===== src/rtl/smem_pkg.sv =====
package smem_pkg;

  localparam logic [5:0] ENC_TAG = 6'b110000;

  typedef struct packed {
    logic       legal;
    logic       is_store;
    logic [2:0] cnt_log;
  } op_info_t;

  // Classify an opcode; the base-pair field is needed for the even-group rule.
  function automatic op_info_t op_lookup(input logic [7:0] op, input logic [5:0] sbase);
    op_info_t r;
    r.legal    = 1'b0;
    r.is_store = 1'b0;
    r.cnt_log  = op[2:0];
    if (op <= 8'd4) begin
      r.legal = 1'b1;
    end else if (op >= 8'd8 && op <= 8'd12) begin
      r.legal = ~sbase[0];
    end else if (op >= 8'd16 && op <= 8'd18) begin
      r.legal    = 1'b1;
      r.is_store = 1'b1;
    end
    return r;
  endfunction

  function automatic logic [4:0] beats_of(input logic [2:0] lg);
    return 5'd1 << lg;
  endfunction

  function automatic logic [31:0] dword_align(input logic [31:0] off);
    return {off[31:2], 2'b00};
  endfunction

endpackage


===== src/rtl/smem_decode.sv =====
module smem_decode
  import smem_pkg::*;
#(
  parameter int ADDR_W = 48,
  parameter int OFFV_W = 32,
  parameter int IMM_W  = 20,
  parameter int REG_W  = 7,
  parameter int CNT_W  = 5
) (
  input  logic [63:0]       instr,
  input  logic [ADDR_W-1:0] base,
  input  logic [OFFV_W-1:0] off_val,
  output logic              legal,
  output logic              is_store,
  output logic [CNT_W-1:0]  beats,
  output logic [ADDR_W-1:0] start_addr,
  output logic [REG_W-1:0]  dst0
);
  logic [5:0]        tag;
  logic [7:0]        opc;
  logic              imm_sel;
  logic [IMM_W-1:0]  imm_off;
  logic [OFFV_W-1:0] eff_off;
  logic [OFFV_W-1:0] al_off;
  op_info_t          info;

  always_comb begin
    tag      = instr[31:26];
    opc      = instr[25:18];
    imm_sel  = instr[17];
    dst0     = instr[12:6];
    imm_off  = instr[32 +: IMM_W];
    info     = op_lookup(opc, instr[5:0]);
    legal    = info.legal && (tag == ENC_TAG);
    is_store = info.is_store;
    beats    = CNT_W'(beats_of(info.cnt_log));
    eff_off  = imm_sel ? OFFV_W'(imm_off) : off_val;
    al_off   = dword_align(eff_off);
    start_addr = base + ADDR_W'(al_off);
  end
endmodule


===== src/rtl/smem_burst.sv =====
module smem_burst #(
  parameter int ADDR_W = 48,
  parameter int REG_W  = 7,
  parameter int CNT_W  = 5
) (
  input  logic              clk,
  input  logic              rst_n,
  input  logic              load,
  input  logic [ADDR_W-1:0] start_addr,
  input  logic [CNT_W-1:0]  beats,
  input  logic [REG_W-1:0]  dst0,
  input  logic              is_store,
  input  logic              req_ready,
  output logic              req_valid,
  output logic [ADDR_W-1:0] req_addr,
  output logic [REG_W-1:0]  req_dst,
  output logic              req_write,
  output logic              req_last,
  output logic              beat_fire,
  output logic [CNT_W-1:0]  rem_cnt
);
  localparam logic [ADDR_W-1:0] STEP = ADDR_W'(4);

  logic              busy_q;
  logic [ADDR_W-1:0] addr_q;
  logic [REG_W-1:0]  dst_q;
  logic              wr_q;
  logic [CNT_W-1:0]  rem_q;

  assign req_valid = busy_q;
  assign req_addr  = addr_q;
  assign req_dst   = dst_q;
  assign req_write = wr_q;
  assign rem_cnt   = rem_q;
  assign req_last  = busy_q && (rem_q == CNT_W'(1));
  assign beat_fire = busy_q && req_ready;

  always_ff @(posedge clk or negedge rst_n) begin
    if (!rst_n) begin
      busy_q <= 1'b0;
      addr_q <= '0;
      dst_q  <= '0;
      wr_q   <= 1'b0;
      rem_q  <= '0;
    end else if (load) begin
      busy_q <= 1'b1;
      addr_q <= start_addr;
      dst_q  <= dst0;
      wr_q   <= is_store;
      rem_q  <= beats;
    end else if (beat_fire) begin
      if (req_last) begin
        busy_q <= 1'b0;
      end
      addr_q <= addr_q + STEP;
      dst_q  <= dst_q + REG_W'(1);
      rem_q  <= rem_q - CNT_W'(1);
    end
  end
endmodule


===== src/rtl/smem_req_seq.sv =====
module smem_req_seq #(
  parameter int ADDR_W = 48,
  parameter int OFFV_W = 32,
  parameter int IMM_W  = 20,
  parameter int REG_W  = 7,
  parameter int MAX_BEATS = 16
) (
  input  logic              clk,
  input  logic              rst_n,
  input  logic              in_valid,
  output logic              in_ready,
  input  logic [63:0]       in_instr,
  input  logic [ADDR_W-1:0] in_base,
  input  logic [OFFV_W-1:0] in_off_val,
  output logic              req_valid,
  input  logic              req_ready,
  output logic [ADDR_W-1:0] req_addr,
  output logic              req_write,
  output logic [REG_W-1:0]  req_dst,
  output logic              req_last,
  output logic              illegal
);
  localparam int CNT_W = $clog2(MAX_BEATS + 1);

  logic              dec_legal;
  logic              dec_store;
  logic [CNT_W-1:0]  dec_beats;
  logic [ADDR_W-1:0] dec_start;
  logic [REG_W-1:0]  dec_dst0;
  logic              acc_fire;
  logic              beat_fire;
  logic [CNT_W-1:0]  rem_cnt;
  logic              ill_q;

  smem_decode #(
    .ADDR_W(ADDR_W), .OFFV_W(OFFV_W), .IMM_W(IMM_W), .REG_W(REG_W), .CNT_W(CNT_W)
  ) u_dec (
    .instr(in_instr), .base(in_base), .off_val(in_off_val),
    .legal(dec_legal), .is_store(dec_store), .beats(dec_beats),
    .start_addr(dec_start), .dst0(dec_dst0)
  );

  assign in_ready = ~req_valid;
  assign acc_fire = in_valid && in_ready;

  smem_burst #(.ADDR_W(ADDR_W), .REG_W(REG_W), .CNT_W(CNT_W)) u_burst (
    .clk(clk), .rst_n(rst_n), .load(acc_fire && dec_legal),
    .start_addr(dec_start), .beats(dec_beats), .dst0(dec_dst0),
    .is_store(dec_store), .req_ready(req_ready), .req_valid(req_valid),
    .req_addr(req_addr), .req_dst(req_dst), .req_write(req_write),
    .req_last(req_last), .beat_fire(beat_fire), .rem_cnt(rem_cnt)
  );

  always_ff @(posedge clk or negedge rst_n) begin
    if (!rst_n) ill_q <= 1'b0;
    else        ill_q <= acc_fire && !dec_legal;
  end
  assign illegal = ill_q;
endmodule


===== config.mk =====
export PLATFORM = sky130hd
export DESIGN_NAME = smem_req_seq
export DESIGN_NICKNAME = d
export VERILOG_FILES = /design/src/rtl/smem_pkg.sv /design/src/rtl/smem_decode.sv /design/src/rtl/smem_burst.sv /design/src/rtl/smem_req_seq.sv
export SDC_FILE = /design/constraint.sdc
export NUM_CORES = 1
export LEC_CHECK = 0
export BUFFER_PORTS_ARGS = -buffer_cell sky130_fd_sc_hd__buf_2
export CORE_ASPECT_RATIO = 0.5
export CORE_MARGIN = 2
export CORE_UTILIZATION = 40
export CTS_BUF_LIST = sky130_fd_sc_hd__clkbuf_4
export CTS_CLUSTER_DIAMETER = 100
export DETAILED_ROUTE_END_ITERATION = 10
export PLACE_DENSITY = 0.77
export SLEW_MARGIN = 40
export SYNTH_ARGS = -nofsm -noshare
export SYNTH_HDL_FRONTEND = slang
export SYNTH_HIERARCHICAL = 1
export SYNTH_SLANG_ARGS = --single-unit

===== constraint.sdc =====
create_clock -name clk -period 2.8 [get_ports clk]
set_clock_uncertainty 0.2 [all_clocks]
set_input_delay 0.28 -clock clk [delete_from_list [all_inputs] [get_ports clk]]
set_output_delay 0.28 -clock clk [all_outputs]
set_load 0.01 [all_outputs]

==> results.sh, run 1 <==
export IMPL_layout_setup_ws_ns=-0.241
export IMPL_nNetsFinal=1181
export IMPL_cts_path_max_buffers=2
export IMPL_grt_max_degree=55
export IMPL_power_static_leakage_nw=4.08
export IMPL_finalWirelength_mm=19.1
export IMPL_area_delta_synth_final_pct=46.5
export IMPL_gp_congestion=0.882
export IMPL_grt_usage_pct=23.2
export IMPL_route_detailed_drc=0
export IMPL_yosys_area_share_adder_pct=7.62
export IMPL_setup_viol=17
export IMPL_place_hpwl_mm=14.0
export IMPL_timing_slew_headroom_pct=51.8
export IMPL_cts_htree_levels=3
export IMPL_ff_latch_area_sq_um=1580
export IMPL_synth_edf_count=0
export IMPL_routedWlPerCell_um=15.9
export IMPL_start_util_pct=40.6
export IMPL_synthesis_area_sq_um=5850
export IMPL_coreArea_sq_um=14400
export IMPL_vias_per_cell=5.43
export IMPL_period_share_pct=109
export IMPL_multiInputGateArea_sq_um=4480
export IMPL_grt_setup_unrepaired="yes"
export IMPL_cts_root_buf="clkbuf_4"
export IMPL_powerDensity_nw_per_um2=327
export IMPL_status="finished, violations left"
export IMPL_hold_ws_ns=0.0328
export IMPL_port_buffers=182
export IMPL_pin_count=208
export IMPL_ys_dominant_reg_cell="dfrtp_1"
export IMPL_p_sw_uw=905
export IMPL_die_area_sq_um=15700
export IMPL_yosysTopAreaCell="dfrtp_1"
export IMPL_drive_gt1_share_pct=39.7
export IMPL_dr_pass1_iters=5
export IMPL_synth_simple_area_share_pct=26.0
export IMPL_critPathArrivalTime_ns=3.16
export IMPL_antennaDiodeCount=0
export IMPL_fin_cells=1201
export IMPL_cts_tree="done"
export IMPL_critPathMaxStageDelay_ns=0.36
export IMPL_yosysUniqueCellTypes=61
export IMPL_cts_buffers=9
export IMPL_synth_nets=899
export IMPL_synth_mux_area_share_pct=5.71
export IMPL_clock_sinks=63
export IMPL_seq_power_share_pct=35.2
export IMPL_critPathMaxFanout=6
export IMPL_synth_cells=716
export IMPL_synth_seq_cells=63
export IMPL_grt_pass1_wl_mm=29.4
export IMPL_critPathCaptureType="flop"
export IMPL_combinationalPowerShare_pct=39.5
export IMPL_failed_checks="negative setup slack"
export IMPL_min_path_type="primary input to flop"
export IMPL_netSwitchingFraction_pct=32.3
export IMPL_netlist_area_leader_share_pct=27.0
export IMPL_place_ws_ns=-0.744
export IMPL_drv_slew=0
export IMPL_crit_type="primary input to flop"
export IMPL_fillers=1239
export IMPL_die_height_um=89.5
export IMPL_start_kind="primary input"
export IMPL_hold_viol_final=0
export IMPL_p_clk_share_pct=25.3
export IMPL_cp_top_family="compound AO/OA/AOI/OAI gates"
export IMPL_clk_latency_ns=0.42
export IMPL_synth_top_family_by_area="simple AND/OR/NAND/NOR gates"
export IMPL_rows=31
export IMPL_tightestPinTransition_ns=0.723
export IMPL_avgSynthCellArea_sq_um=8.16
export IMPL_intPower_mw=1.89
export IMPL_post_route_min_period_ns=3.04
export IMPL_cap_viol_max_count=0
export IMPL_cp_num_buf_inv=4
export IMPL_ys_warn_count=6
export IMPL_placed_cells=1147
export IMPL_worst_path_most_repeated_cell="mux2_2"
export IMPL_die_w_um=175
export IMPL_synth_xor_area_share_pct=13.8
export IMPL_irDropWorstVdd_mv=0.214
export IMPL_postRouteAntennaNets=0
export IMPL_cp_required_ns=2.92
export IMPL_postSynth_asyncResetShare_pct=100
export IMPL_first_global_vias=6187
export IMPL_vias=6523
export IMPL_setup_tns_ns=-2.46
export IMPL_max_freq_ghz=0.329
export IMPL_finalPower_mw=2.80
export IMPL_clk_pin_slew_ns=0.11
export IMPL_first_iter_violations=470
export IMPL_ys_seq_area_share_pct=27.0
export IMPL_synth_compound_area_share_pct=15.6
export IMPL_cp_slowest_cell="o31a_1"
export IMPL_grt_remaining_overflow=0
export IMPL_synth_area_top_cells="dfrtp_1, xor2_1, ha_1"
export IMPL_antenna_found_initial=0
export IMPL_path_cells="buf_12 -> buf_16 -> mux2_2 -> ha_1 -> nand4_1 -> a211o_1 -> a211oi_4 -> and4b_1 -> o31a_1 -> buf_4 -> buf_6 -> xnor2_1 -> mux2_2"
[placed cells by master, fill, tap and decap left out, types with 13 or more instances in the layout]
cell type        n
buf_2          180
ha_1            21
nor2_1          33
nand3_1         26
o21ai_0         56
dlygate4sd3_1   21
and3_1          14
a21o_1          13
inv_1           18
xor2_1          57
nor2b_1         13
ha_4            13
buf_4           99
xnor2_1         34
nand2_1         95
mux2_2          17
nand4_1         31
dfrtp_1         63
a21oi_1         26
[tightest hold or removal path, stage by stage]
cell and delay [ns]:
buf_2 0.11, ha_4 0.13, nand2_1 0.04, o21ai_0 0.06
[cell families (layout without fill, tap and decap cells)]
| group | count (synthesis) | count (layout) |
|---|---|---|
| multiplexers | 30 | 30 |
| flip-flops | 63 | 63 |
| buffers and inverters | 56 | 343 |
| adder cells (fa/ha/maj) | 35 | 35 |
| AND/OR/NAND/NOR | 287 | 287 |
| AO/OA/AOI/OAI | 153 | 153 |
| XOR/XNOR | 92 | 92 |
[per-layer routing]
metal	up-vias	GRT usage [%]	share of wire [%]
met4	0	7.20	2.3
met3	51	3.70	6.5
li1	3120	-	-
met2	272	40.3	47
met1	3080	30.1	45
met5	-	0	0
[final cells by class]
cell class | count | share of cell area (%)
Sequential cell | 63 | 18.4
Clock inverter | 5 | 0.847
Inverter | 18 | 0.789
Timing Repair Buffer | 309 | 23.8
Multi-Input combinational cell | 597 | 52.3
Tap cell | 198 | 2.89
Clock buffer | 11 | 0.964
[sequential cells by signal, indices dropped and copies added (netlist names)]
signal             cells
u_burst/rem_cnt        5
u_burst/req_valid      1
u_burst/req_dst        7
u_burst/req_addr      48
illegal                1
u_burst/req_write      1
[repair_timing]
action                                 in CTS  in global routing
resized for setup                          34                 35
hold buffers                               21                  0
endpoints found under the hold margin      59                  0
pin swaps                                  17                 29
gates cloned                                2                  1
setup endpoints to repair                  18                 21
setup buffers                               7                  7
[final timing paths]
| check | startpoint | to | slack (ns) | depth (start not counted) |
|---|---|---|---|---|
| max in group asynchronous | rst_n | u_burst/req_addr[17] | 1.62 | 3 |
| min in group asynchronous | rst_n | u_burst/req_addr[10] | 0.17 | 2 |
| worst min-delay path | in_base[2] | u_burst/req_addr[2] | 0.03 | 4 |
| worst max register to register | u_burst/req_addr[2] | u_burst/req_addr[46] | 0.39 | 5 |
| worst max-delay path | in_instr[17] | u_burst/req_addr[32] | -0.24 | 13 |
| worst min register to register | u_burst/req_addr[1] | u_burst/req_addr[1] | 0.31 | 1 |
[per-stage QoR]
stage | utilization, % | instance area, sq um
4_1_cts | 57.9 | 8330
5_1_grt | 59.5 | 8560
2_1_floorplan | - | 6080
3_3_place_gp | 53.4 | 7690
6_report | 59.5 | 8560
3_5_place_dp | 53.4 | 7690
[synth_stat cells, drive strengths merged (18+ instances only)]
| master | n |
|---|---|
| nor2 | 41 |
| mux2 | 27 |
| xor2 | 57 |
| clkbuf | 23 |
| dfrtp | 63 |
| nand3 | 29 |
| nand2 | 97 |
| nand4 | 34 |
| inv | 18 |
| xnor2 | 35 |
| a21oi | 30 |
| ha | 34 |
| o21ai | 67 |
[power groups by stage]
| stage | registers (mW) | clock network [mW] | logic (mW) |
|---|---|---|---|
| floorplan | 1.00 | 0 | 0.527 |
| global placement | 1.00 | 0 | 0.912 |
| detailed placement | 1.00 | 0 | 0.933 |
| CTS | 0.986 | 0.724 | 1.02 |
| global route | 0.992 | 0.760 | 1.20 |
| finish | 0.986 | 0.707 | 1.10 |
Power figures use the tool's default switching activity.
==> run 2: changes to the inputs <==
--- a/config.mk
+++ b/config.mk
@@ -6,10 +6,8 @@
 export NUM_CORES = 1
 export LEC_CHECK = 0
 export BUFFER_PORTS_ARGS = -buffer_cell sky130_fd_sc_hd__buf_2
-export CORE_ASPECT_RATIO = 0.5
 export CORE_MARGIN = 2
 export CORE_UTILIZATION = 40
-export CTS_BUF_LIST = sky130_fd_sc_hd__clkbuf_4
 export CTS_CLUSTER_DIAMETER = 100
 export DETAILED_ROUTE_END_ITERATION = 10
 export PLACE_DENSITY = 0.77
==> run 2 against run 1 <==
  * The flow still finishes with violations (negative setup slack)
  * Cell count shrank 2.7%
  * Clock power up 41%
  * Sequential power hardly changed
  * Worst hold slack lost 0.0010 ns
  * Routed wire length is 6.0% lower
  * Cell area shrank 0.15%
  * First-iteration DRC count down 22%
  * Combinational power down 4%
  * Critical path depth increased by 1
  * Register-to-register slack hardly changed
==> results.sh, run 2 (synthesis results as in run 1) <==
export IMPL_tightestPinTransition_ns=0.810
export IMPL_layout_commonest_cell="buf_2"
export IMPL_antenna_found_initial=0
export IMPL_failed_checks="negative setup slack"
export IMPL_die_area_sq_um=15600
export IMPL_critPathMaxStageDelay_ns=0.48
export IMPL_setup_viol=17
export IMPL_post_route_min_period_ns=3.05
export IMPL_crit_type="primary input to flop"
export IMPL_layout_common_cells="buf_2, nand2_1, buf_4"
export IMPL_cp_slowest_cell="or4_4"
export IMPL_critPathArrivalTime_ns=3.10
export IMPL_coreArea_sq_um=14400
export IMPL_utilization_pct=59.3
export IMPL_met2_length_mm=8.90
export IMPL_multiInputGateArea_sq_um=4550
export IMPL_irDropWorstVdd_mv=0.266
export IMPL_grt_usage_pct=22.5
export IMPL_layout_setup_ws_ns=-0.255
export IMPL_nNetsFinal=1164
export IMPL_critPathMaxFanout=7
export IMPL_finalWirelength_mm=17.9
export IMPL_grt_remaining_overflow=0
export IMPL_first_iter_violations=367
export IMPL_drv_slew=0
export IMPL_area_delta_synth_final_pct=46.3
export IMPL_cts_htree_levels=3
export IMPL_grt_setup_unrepaired="yes"
export IMPL_rrSetupSlack_ns=0.39
export IMPL_timing_slew_headroom_pct=45.9
export IMPL_first_global_vias=6161
export IMPL_vias=6243
export IMPL_grt_max_degree=92
export IMPL_drive_gt1_share_pct=39.9
export IMPL_cp_required_ns=2.85
export IMPL_die_w_um=125
export IMPL_cts_buffers=9
export IMPL_hold_viol_final=0
export IMPL_fillers=1234
export IMPL_port_buffers=182
export IMPL_clk_pin_slew_ns=0.05
export IMPL_grt_pass1_wl_mm=29.2
export IMPL_pin_count=208
export IMPL_clock_sinks=63
export IMPL_status="finished, violations left"
export IMPL_clk_latency_ns=0.32
export IMPL_cts_tree="done"
export IMPL_worst_path_most_repeated_cell="buf_12"
export IMPL_period_share_pct=109
export IMPL_rows=44
export IMPL_antennaDiodeCount=0
export IMPL_largest_reg_flops=48
export IMPL_max_freq_ghz=0.327
export IMPL_start_util_pct=40.5
export IMPL_routedWlPerCell_um=15.4
export IMPL_place_hpwl_mm=13.5
export IMPL_drt_met1_wl_mm=7.77
export IMPL_dr_pass1_iters=7
export IMPL_cts_root_buf="clkbuf_16"
export IMPL_powerDensity_nw_per_um2=357
export IMPL_die_height_um=125
export IMPL_gp_congestion=0.899
export IMPL_route_detailed_drc=0
export IMPL_postRouteAntennaNets=0
export IMPL_route_met3_wl_um=916
export IMPL_min_path_type="primary input to flop"
export IMPL_path_cells="buf_12 -> buf_12 -> mux2_4 -> ha_4 -> nand2_4 -> or4_4 -> a211oi_2 -> and4b_1 -> o31a_1 -> nand2b_4 -> nor2_4 -> xor2_1 -> nor2_1 -> a31oi_1"
export IMPL_cap_viol_max_count=0
export IMPL_critPathCaptureType="flop"
export IMPL_setup_tns_ns=-2.76
export IMPL_power_static_leakage_nw=4.05
export IMPL_start_kind="primary input"
export IMPL_cts_path_max_buffers=2
export IMPL_top_layer_used="met4"
export IMPL_vias_per_cell=5.35
export IMPL_ff_latch_area_sq_um=1580
[run 2: critical path, delay by kind of cell]
| family | cells | cell delay, ns |
|---|---|---|
| AND/OR/NAND/NOR | 6 | 1.12 |
| XOR/XNOR | 1 | 0.14 |
| buffers and inverters | 2 | 0.26 |
| adder cells (fa/ha/maj) | 1 | 0.30 |
| multiplexers | 1 | 0.31 |
| AO/OA/AOI/OAI | 3 | 0.70 |
[run 2: cell type report]
class	count	area share [%]
Sequential cell	63	18.4
Inverter	18	0.790
Clock inverter	1	0.0585
Clock buffer	13	3.04
Timing Repair Buffer	292	21.7
Tap cell	184	2.69
Multi-Input combinational cell	597	53.3
[run 2: through the flow]
step / power, mW / hold slack, ns / cells / area (sq um) / setup WS (ns)
after floorplan: 1.53 / -0.216 / 716 / 6080 / -0.359
after global placement: 1.90 / 0.0193 / 1135 / 7670 / -0.785
after detailed placement: 1.92 / 0.0217 / 1135 / 7670 / -0.830
after CTS: 3.03 / 0.0264 / 1168 / 8420 / -0.319
after global routing: 3.22 / 0.0252 / 1168 / 8550 / -0.368
final: 3.05 / 0.0318 / 1168 / 8550 / -0.255
[run 2: what timing repair did]
item / 4_1_cts / 5_1_grt
endpoints found under the setup margin: 27 / 28
gates resized for setup: 54 / 30
hold endpoints to repair: 23 / 0
pin swaps: 23 / 29
setup buffers: 8 / 3
cloned: 1 / 0
hold buffers: 10 / 0
[run 2: path summary, 6_finish.rpt]
path	startpoint	to	depth (start not counted)
hold reg to reg	u_burst/req_addr[0]	u_burst/req_addr[0]	1
setup reg to reg	u_burst/req_addr[12]	u_burst/req_addr[46]	5
hold / removal	in_valid	illegal	2
min in group asynchronous	rst_n	u_burst/req_addr[44]	2
setup / recovery	in_instr[17]	u_burst/req_addr[42]	14
max in group asynchronous	rst_n	u_burst/rem_cnt[3]	3
[run 2: power breakdown]
group / leakage, nW / internal (mW) / switching, mW
Sequential: 0.863 / 0.947 / 0.0403
Combinational: 3.06 / 0.556 / 0.505
Clock: 0.132 / 0.635 / 0.369
[run 2: metal layers]
metal,vias up,GRT usage (%)
li1,3091,-
met1,2910,27.9
met2,212,40.4
met3,30,3.57
met4,0,6.27
met5,-,0
